`src/rtl/devio_pkg.sv`:
```
package devio_pkg;
  typedef enum logic [2:0] {
    XF_NONE  = 3'd0,
    XF_IN_A  = 3'd1,
    XF_OUT_A = 3'd2,
    XF_IN_B  = 3'd3,
    XF_OUT_B = 3'd4,
    XF_IN_C  = 3'd5,
    XF_OUT_C = 3'd6,
    XF_SKIP  = 3'd7
  } xfer_e;

  typedef enum logic [1:0] {
    CT_NONE  = 2'd0,
    CT_START = 2'd1,
    CT_CLEAR = 2'd2,
    CT_PULSE = 2'd3
  } ctl_e;

  localparam int NUM_BUFS = 3;
endpackage

```
`src/rtl/dev_decode.sv`:
```
module dev_decode #(
  parameter int CODE_W = 6,
  parameter logic [CODE_W-1:0] DEV_CODE = 6'd17
) (
  input  logic              valid_i,
  input  logic [CODE_W-1:0] dev_i,
  input  logic [2:0]        xfer_i,
  output logic              ctl_en_o,
  output logic              skip_en_o,
  output logic              rd_en_o,
  output logic              wr_en_o,
  output logic [1:0]        idx_o
);
  import devio_pkg::*;
  localparam logic [CODE_W-1:0] RESV = {CODE_W{1'b1}};

  logic  sel;
  xfer_e xf;

  always_comb begin
    xf        = xfer_e'(xfer_i);
    sel       = valid_i && (dev_i == DEV_CODE) && (dev_i != '0) && (dev_i != RESV);
    skip_en_o = sel && (xf == XF_SKIP);
    ctl_en_o  = sel && (xf != XF_SKIP);
    rd_en_o   = sel && (xf == XF_IN_A || xf == XF_IN_B || xf == XF_IN_C);
    wr_en_o   = sel && (xf == XF_OUT_A || xf == XF_OUT_B || xf == XF_OUT_C);
    idx_o     = 2'((xfer_i - 3'd1) >> 1);
  end
endmodule

```
`src/rtl/dev_flags.sv`:
```
module dev_flags (
  input  logic       clk,
  input  logic       rst,
  input  logic       io_reset_i,
  input  logic       ctl_en_i,
  input  logic [1:0] ctl_i,
  input  logic       work_done_i,
  input  logic       mask_we_i,
  input  logic       mask_bit_i,
  output logic       busy_o,
  output logic       done_o,
  output logic       dis_o,
  output logic       irq_o,
  output logic       pulse_o
);
  import devio_pkg::*;

  logic busy_q, done_q, dis_q, irq_q, pulse_q;
  logic busy_n, done_n, dis_n;

  always_comb begin
    busy_n = busy_q;
    done_n = done_q;
    dis_n  = dis_q;
    // mechanism completion first, so a bus control in the same cycle overrides it
    if (work_done_i && busy_q) begin
      busy_n = 1'b0;
      done_n = 1'b1;
    end
    if (ctl_en_i) begin
      case (ctl_e'(ctl_i))
        CT_START: begin busy_n = 1'b1; done_n = 1'b0; end
        CT_CLEAR: begin busy_n = 1'b0; done_n = 1'b0; end
        default: ;
      endcase
    end
    if (mask_we_i) dis_n = mask_bit_i;
    if (io_reset_i) begin
      busy_n = 1'b0;
      done_n = 1'b0;
      dis_n  = 1'b0;
    end
  end

  always_ff @(posedge clk) begin
    if (rst) begin
      busy_q  <= 1'b0;
      done_q  <= 1'b0;
      dis_q   <= 1'b0;
      irq_q   <= 1'b0;
      pulse_q <= 1'b0;
    end else begin
      busy_q  <= busy_n;
      done_q  <= done_n;
      dis_q   <= dis_n;
      irq_q   <= done_n & ~dis_n;
      pulse_q <= ctl_en_i && (ctl_e'(ctl_i) == CT_PULSE);
    end
  end

  assign busy_o  = busy_q;
  assign done_o  = done_q;
  assign dis_o   = dis_q;
  assign irq_o   = irq_q;
  assign pulse_o = pulse_q;
endmodule

```
`src/rtl/dev_bufs.sv`:
```
module dev_bufs #(
  parameter int DATA_W = 16,
  parameter int A_W    = 16,
  parameter int B_W    = 8,
  parameter int C_W    = 12
) (
  input  logic              clk,
  input  logic              rst,
  input  logic              wr_en_i,
  input  logic [1:0]        idx_i,
  input  logic [DATA_W-1:0] wdata_i,
  output logic [DATA_W-1:0] rdata_o
);
  import devio_pkg::*;

  logic [DATA_W-1:0] ext [NUM_BUFS];

  for (genvar i = 0; i < NUM_BUFS; i++) begin : g_buf
    localparam int W = (i == 0) ? A_W : (i == 1) ? B_W : C_W;
    logic [W-1:0] q;

    always_ff @(posedge clk) begin
      if (rst)                                 q <= '0;
      else if (wr_en_i && idx_i == 2'(i))      q <= wdata_i[W-1:0];
    end

    always_comb begin
      ext[i]        = '0;
      ext[i][W-1:0] = q;
    end
  end

  always_comb begin
    case (idx_i)
      2'd0:    rdata_o = ext[0];
      2'd1:    rdata_o = ext[1];
      2'd2:    rdata_o = ext[2];
      default: rdata_o = '0;
    endcase
  end
endmodule

```
`src/rtl/dev_ioctl.sv`:
```
module dev_ioctl #(
  parameter int DATA_W   = 16,
  parameter int CODE_W   = 6,
  parameter logic [CODE_W-1:0] DEV_CODE = 6'd17,
  parameter int MASK_BIT = 4,
  parameter int A_W      = 16,
  parameter int B_W      = 8,
  parameter int C_W      = 12
) (
  input  logic              clk,
  input  logic              rst,
  input  logic              io_reset_i,
  input  logic              iop_valid_i,
  input  logic [CODE_W-1:0] iop_dev_i,
  input  logic [2:0]        iop_xfer_i,
  input  logic [1:0]        iop_ctl_i,
  input  logic [DATA_W-1:0] wdata_i,
  input  logic              mask_i,
  input  logic              intack_i,
  input  logic              pri_in_i,
  output logic              pri_out_o,
  input  logic              work_done_i,
  output logic [DATA_W-1:0] rd_data_o,
  output logic              skip_o,
  output logic              ctl_pulse_o,
  output logic              busy_o,
  output logic              done_o,
  output logic              irq_o
);
  localparam logic [DATA_W-1:0] CODE_EXT = DATA_W'(DEV_CODE);

  logic ctl_en, skip_en, rd_en, wr_en;
  logic [1:0] idx;
  logic busy, done, dis, irq, pulse;
  logic [DATA_W-1:0] buf_rd;
  logic [DATA_W-1:0] rd_q;
  logic skip_q, test;

  dev_decode #(.CODE_W(CODE_W), .DEV_CODE(DEV_CODE)) u_dec (
    .valid_i(iop_valid_i), .dev_i(iop_dev_i), .xfer_i(iop_xfer_i),
    .ctl_en_o(ctl_en), .skip_en_o(skip_en), .rd_en_o(rd_en),
    .wr_en_o(wr_en), .idx_o(idx)
  );

  dev_flags u_flags (
    .clk(clk), .rst(rst), .io_reset_i(io_reset_i),
    .ctl_en_i(ctl_en), .ctl_i(iop_ctl_i), .work_done_i(work_done_i),
    .mask_we_i(mask_i), .mask_bit_i(wdata_i[MASK_BIT]),
    .busy_o(busy), .done_o(done), .dis_o(dis), .irq_o(irq), .pulse_o(pulse)
  );

  dev_bufs #(.DATA_W(DATA_W), .A_W(A_W), .B_W(B_W), .C_W(C_W)) u_bufs (
    .clk(clk), .rst(rst), .wr_en_i(wr_en), .idx_i(idx),
    .wdata_i(wdata_i), .rdata_o(buf_rd)
  );

  always_comb begin
    case (iop_ctl_i)
      2'd0:    test = busy;
      2'd1:    test = ~busy;
      2'd2:    test = done;
      default: test = ~done;
    endcase
  end

  always_ff @(posedge clk) begin
    if (rst) begin
      rd_q   <= '0;
      skip_q <= 1'b0;
    end else begin
      if (intack_i && pri_in_i && irq) rd_q <= CODE_EXT;
      else if (rd_en)                  rd_q <= buf_rd;
      else                             rd_q <= '0;
      skip_q <= skip_en && test;
    end
  end

  assign pri_out_o   = pri_in_i & ~irq;
  assign rd_data_o   = rd_q;
  assign skip_o      = skip_q;
  assign ctl_pulse_o = pulse;
  assign busy_o      = busy;
  assign done_o      = done;
  assign irq_o       = irq;

  logic unused_dis;
  assign unused_dis = dis;
endmodule

```
`config.mk`:
```
export PLATFORM = sky130hd
export DESIGN_NAME = dev_ioctl
export DESIGN_NICKNAME = d
export VERILOG_FILES = /design/src/rtl/devio_pkg.sv /design/src/rtl/dev_decode.sv /design/src/rtl/dev_flags.sv /design/src/rtl/dev_bufs.sv /design/src/rtl/dev_ioctl.sv
export SDC_FILE = /design/constraint.sdc
export NUM_CORES = 1
export LEC_CHECK = 0
export BUFFER_PORTS_ARGS = -buffer_cell sky130_fd_sc_hd__buf_2
export CORE_ASPECT_RATIO = 0.7
export CORE_MARGIN = 1.5
export CORE_UTILIZATION = 45
export DETAILED_ROUTE_END_ITERATION = 10
export PLACE_DENSITY = 0.75
export SETUP_SLACK_MARGIN = 0.5
export SYNTH_ARGS = -nofsm -noshare
export SYNTH_HDL_FRONTEND = slang
export SYNTH_SLANG_ARGS = --single-unit
```
`constraint.sdc`:
```
create_clock -name clk -period 2.31 [get_ports clk]
set_clock_uncertainty 0.2 [all_clocks]
set_input_delay 0 -clock clk [delete_from_list [all_inputs] [get_ports clk]]
set_output_delay 0 -clock clk [all_outputs]
set_load 0.05 [all_outputs]
```
==> results of run 1 <==
## layout make-up
cell class / count / area, sq um / area share, %
Clock buffer: 14 / 173 / 5.11
Clock inverter: 2 / 10.0 / 0.296
Inverter: 6 / 22.5 / 0.666
Multi-Input combinational cell: 194 / 1220 / 36.2
Sequential cell: 58 / 1160 / 34.3
Tap cell: 72 / 90.1 / 2.66
Timing Repair Buffer: 100 / 702 / 20.8
## worst max-delay path, stage by stage
cell           delay [ps]
dlygate4sd3_1         540
buf_2                 140
nor2_2                150
nand3_4               140
nor2_4                160
mux2i_1               180
dlygate4sd3_1         550
## per-stage QoR
step	hold WS [ps]	utilization (%)	cell area [sq um]
detailed placement	16.4	53.8	2810
global route	46.5	64.7	3380
global placement	16.4	53.8	2810
CTS	13.5	63.8	3340
floorplan	-123	-	2440
finish	38.5	64.7	3380
## flip-flops by register name (all words and copies together) (netlist names)
register         flops
rd_data_o           16
skip_o               1
u_bufs.g_buf.q      36
u_flags.busy_o       1
u_flags.dis_o        1
u_flags.done_o       1
u_flags.irq_o        1
u_flags.pulse_o      1
## synthesized netlist by cell type (2+ instances only)
cell      number
buf_2          4
ha_1           9
inv_1          5
nand3_1       18
o21ai_0        9
nor2b_1        4
a31o_2         8
nand4_1        2
nor2_1        16
nand2_1       57
mux2i_1        9
clkbuf_1       8
nor3_1         3
o22ai_1        2
a22oi_1        2
and2_1         5
nor3b_1        3
buf_4          2
dfxtp_1       58
a31oi_1        6
nor4_1         2
a21oi_2        4
a21oi_1       17
mux2_2         2
## power by group
part | internal [W] | switching (W)
registers | 0.00100 | 0.000000337
clock network | 0.000474 | 0.000373
logic | 0.0000872 | 0.000107
## metal layers
metal / track usage [%] / share of wire [%] / vias to the layer above
met2: 34.9 / 45 / 98
li1: - / - / 1141
met5: 0 / 0 / -
met4: 7.81 / 1.5 / 0
met1: 29.6 / 46 / 1054
met3: 9.98 / 7.4 / 15
## repair_timing
action,4_1_cts,5_1_grt
hold buffers,34,0
endpoints found under the hold margin,44,0
endpoints found under the setup margin,0,15
gates resized for setup,0,8
buffers inserted,0,1
## path summary, 6_finish.rpt
check | startpoint | end | cells past startpoint
worst max register to register | u_flags.busy_o$_SDFF_PP0_ | u_flags.irq_o$_SDFF_PP0_ | 4
worst max-delay path | iop_dev_i[1] | u_flags.busy_o$_SDFF_PP0_ | 7
worst min-delay path | iop_ctl_i[0] | skip_o$_SDFF_PP0_ | 4
worst min register to register | u_bufs.g_buf[0].q[15]$_SDFFE_PP0P_ | u_bufs.g_buf[0].q[15]$_SDFFE_PP0P_ | 2
## logic make-up (layout without fill, tap and decap cells)
family | count (synthesis) | after routing | share of synthesized area (%)
multiplexers | 11 | 11 | 4.61
XOR/XNOR | 2 | 2 | 1.33
flip-flops | 58 | 58 | 47.5
adder cells (fa/ha/maj) | 9 | 9 | 4.61
AND/OR/NAND/NOR | 119 | 119 | 24.1
AO/OA/AOI/OAI | 53 | 53 | 14.2
buffers and inverters | 21 | 122 | 3.74
==> flow_metrics.py, run 1 <==
metrics = {
    "final_layout": {
        "final_nets": 413,
        "num-fill-cells": 443,
        "mostFrequentLayoutCell": "dfxtp_1",
        "syn_to_final_growth_pct": 38.3,
        "layout_common_cells": "dfxtp_1, nand2_1, buf_2",
        "antenna_cells": 0,
        "fin_cells": 446,
        "layout-drive-gt1-share_pct": 28.1,
    },
    "floorplanning": {
        "core_area_sq_mm": 0.00523,
        "initial_core_util_pct": 46.7,
        "dieWidth_um": 91.1,
        "die_h_um": 64.7,
        "pin_count": 57,
        "die_area_sq_mm": 0.00589,
        "rows": 22,
    },
    "worst_hold_path": {
        "min_path_type": "primary input to flop",
    },
    "sta": {
        "max_freq_mhz": 563,
        "setup_violations": 0,
        "period_share_pct": 76.9,
        "hold_violations": 0,
        "max_slew.worst_pin.slew_ps": 571,
        "slew-limit-headroom_pct": 61.8,
        "finalSetupTns_ps": 0,
        "min_period_ps": 1780,
        "drv_slew": 0,
        "rsz0062_at_grt": "yes",
        "finalWorstSetupSlack_ps": 534,
    },
    "clock_network": {
        "cts_root_buf": "clkbuf_8",
        "cts_tree": "yes",
        "max-clock-path-buffers": 2,
        "clock-sinks": 58,
        "numCtsBuffers": 9,
        "clk_pin_slew_ps": 60,
        "clk_latency_ps": 340,
        "cts_htree_levels": 3,
    },
    "pwr": {
        "powerDensity_mw_per_mm2": 604,
        "finalPower_w": 0.00204,
        "ir_worst_vdd_v": 0.000336,
        "p_leak_nw": 1.42,
    },
    "synth": {
        "yosysUniqueCellTypes": 42,
        "synthFlopType": "dfxtp_1",
        "ys_warn_count": 0,
        "yosys-top-cells-area": "dfxtp_1, nand2_1, ha_1",
        "netlist_area_sq_mm": 0.00244,
        "avgSynthCellArea_sq_um": 8.96,
        "synth_top_area_cell": "dfxtp_1",
        "postSynthCellCount": 273,
        "seq_area_frac_synth_pct": 47.5,
        "synth_edf_count": 0,
        "synthArstFlopShare_pct": 0,
        "syn_nets": 317,
        "synth_top_area_share_pct": 47.5,
        "ys_ff_latch": 58,
    },
    "run": {
        "cap_viol_max_count": 0,
    },
    "detailed_routing": {
        "antenna_left": 0,
        "drt-vias-per-instance": 5.17,
        "wl_um": 6380,
        "drt_iter0_drc": 192,
        "drc": 0,
        "routedWlPerCell_um": 14.3,
        "drt_first_pass_iters": 5,
        "vias": 2308,
    },
    "worst_setup_path": {
        "worstPathRequired_ps": 2390,
        "criticalPathCategory": "primary input to flop",
        "cp-end-kind": "flop",
        "crit_arrival_ps": 1860,
        "rrSetupSlack_ps": 650,
        "cp-start-kind": "primary input",
        "worst-path-max-fanout": 6,
    },
    "global_route": {
        "overflow": 0,
        "grt.total_usage_pct": 23.1,
        "grt_pass1_vias": 2128,
        "grt_max_degree": 21,
        "antenna_found_initial": 0,
        "grt_pass1_wl_um": 10300,
    },
    "outcome": {
        "status": "finished clean",
    },
    "placement": {
        "dpl.hpwl_um": 4020,
        "dp_slack_ps": 417,
        "place.gp.congestion": 0.840,
        "place_inst": 395,
        "io_buffer_count": 56,
    },
}
(Power assumes the default switching activity.)
==> inputs of run 2 (changes only) <==
- clock period: 2.31 -> 1.7 ns (I/O delays scaled with it)
==> flow_metrics.py, run 2 (synthesis gave the netlist of run 1 again) <==
metrics = {
    "sta": {
        "hold_violations": 21,
        "holdWs_ps": -101,
        "period_share_pct": 89.7,
        "min_period_ps": 1520,
        "finalSetupTns_ps": 0,
        "slew-limit-headroom_pct": 55.8,
        "max_freq_mhz": 656,
        "setup_violations": 0,
        "max_slew.worst_pin.slew_ps": 662,
        "rsz0062_at_grt": "yes",
        "drv_slew": 0,
    },
    "detailed_routing": {
        "drt-vias-per-instance": 5.87,
        "routedWlPerCell_um": 22.0,
        "drc": 0,
        "vias": 2745,
        "drt_first_pass_iters": 5,
        "drt_iter0_drc": 284,
        "antenna_left": 0,
        "wl_um": 10300,
    },
    "global_route": {
        "grt_max_degree": 23,
        "grt_pass1_wl_um": 14200,
        "overflow": 0,
        "antenna_found_initial": 0,
        "grt.total_usage_pct": 32.6,
        "grt_pass1_vias": 2722,
    },
    "floorplanning": {
        "core_area_sq_mm": 0.00523,
        "die_h_um": 64.7,
        "rows": 22,
        "die_area_sq_mm": 0.00589,
        "dieWidth_um": 91.1,
        "initial_core_util_pct": 46.7,
        "pin_count": 57,
    },
    "worst_hold_path": {
        "min_path_type": "primary input to flop",
    },
    "clock_network": {
        "max-clock-path-buffers": 2,
        "cts_tree": "yes",
        "clk_latency_ps": 350,
        "cts_root_buf": "clkbuf_8",
        "clk_pin_slew_ps": 70,
        "clock-sinks": 58,
        "cts_htree_levels": 3,
        "postCtsHoldBufs": 24,
        "numCtsBuffers": 9,
    },
    "final_layout": {
        "antenna_cells": 0,
        "mostFrequentLayoutCell": "dfxtp_1",
        "num-fill-cells": 277,
        "top_register": "u_bufs.g_buf.q",
        "syn_to_final_growth_pct": 77.4,
        "fin_cells": 468,
        "layout-drive-gt1-share_pct": 53.0,
        "layout_common_cells": "dfxtp_1, buf_2, nand2_1",
        "largest_register_ffs": 36,
        "multi_input_area_sq_mm": 0.00175,
        "final_nets": 435,
        "regArea_sq_mm": 0.00117,
    },
    "placement": {
        "place_inst": 406,
        "io_buffer_count": 56,
        "place.gp.congestion": 0.832,
        "dpl.hpwl_um": 4290,
    },
    "worst_setup_path": {
        "critPathMaxStageDelay_ps": 560,
        "cp-end-kind": "flop",
        "criticalPathCategory": "primary input to flop",
        "crit_arrival_ps": 1620,
        "worstPathRequired_ps": 1790,
        "cp-start-kind": "primary input",
        "worst-path-max-fanout": 4,
        "crit_chain": "buf_8 > clkinvlp_4 > buf_4 > ha_1 > and2_1 > o221ai_2 > or4b_4 > a21oi_2",
        "critPathSlowestCell": "or4b_4",
    },
    "pwr": {
        "ir_worst_vdd_v": 0.000674,
        "p_switching_w": 0.000784,
        "swShare_pct": 25.1,
        "pwr-share-seq_pct": 43.5,
        "finalPower_w": 0.00312,
        "combPwrFrac_pct": 12.8,
        "powerDensity_mw_per_mm2": 719,
        "power_frac_clock_pct": 43.7,
        "p_leak_nw": 1.73,
        "intPower_w": 0.00234,
    },
    "run": {
        "cap_viol_max_count": 0,
    },
    "outcome": {
        "violations": "hold timing",
        "status": "finished with violations",
    },
}
[run 2: cell types whose count changed in the layout (fill, tap and decap cells not counted), moves of 12 or more]
cell / change
nand2_1: -20
a21oi_1: -16
nand2_4: +16
a21oi_2: +15
buf_4: +12
buf_6: +12
dlygate4sd3_1: -12
[run 2: worst max-delay path, delay by kind of cell]
family | cells | cell delay, ps
AOI/OAI and AO/OA | 2 | 300
and+or+nand+nor | 2 | 820
adders and majority gates | 1 | 130
buffers and inverters | 3 | 350
[run 2: final timing paths]
path                                           from                                 to  slack [ps]  cells past startpoint
hold / removal                                  rst           rd_data_o[10]$_SDFF_PP0_        -100                      3
hold reg to reg   u_bufs.g_buf[2].q[2]$_SDFFE_PP0P_  u_bufs.g_buf[2].q[2]$_SDFFE_PP0P_         270                      2
setup reg to reg           u_flags.irq_o$_SDFF_PP0_           rd_data_o[11]$_SDFF_PP0_         210                      4
setup / recovery                      iop_xfer_i[1]           rd_data_o[11]$_SDFF_PP0_         180                      8
[run 2: metal layers]
layer	track usage, %	vias up	part of all wire [%]
met1	38.2	1301	40
met3	12.3	52	9.3
met4	14.3	0	4.1
li1	-	1193	-
met2	53.7	199	47
met5	0	-	0
[run 2: power groups by stage]
stage | Clock, W | Sequential (W) | Combinational (W)
finish | 0.00136 | 0.00136 | 0.000398
floorplan | 0 | 0.00139 | 0.000129
CTS | 0.00137 | 0.00136 | 0.000334
global placement | 0 | 0.00139 | 0.000243
global route | 0.00144 | 0.00136 | 0.000413
detailed placement | 0 | 0.00139 | 0.000247
[run 2: final cells by class]
cell class              instances  share of cell area [%]
clock buffers                  12                    3.84
clock inverters                 4                    1.10
inverters                       6                   0.692
multi-input cells             194                    40.4
flip-flops and latches         58                    27.0
repair buffers                122                    24.9
well taps                      72                    2.08
[run 2: repair_timing]
action	4_1_cts	5_1_grt
gates cloned	4	0
resized for setup	76	53
setup endpoints to repair	53	62
hold endpoints to repair	54	22
pin swaps	24	17
setup buffers	11	7
[run 2: per-stage QoR]
step / util, % / setup WS [ps] / area, sq um
after floorplan: - / 124 / 2650
after global placement: 59.6 / -49.3 / 3120
after detailed placement: 59.6 / -108 / 3120
after CTS: 77.7 / 230 / 4060
after global routing: 82.9 / 158 / 4340
final: 82.9 / 176 / 4340
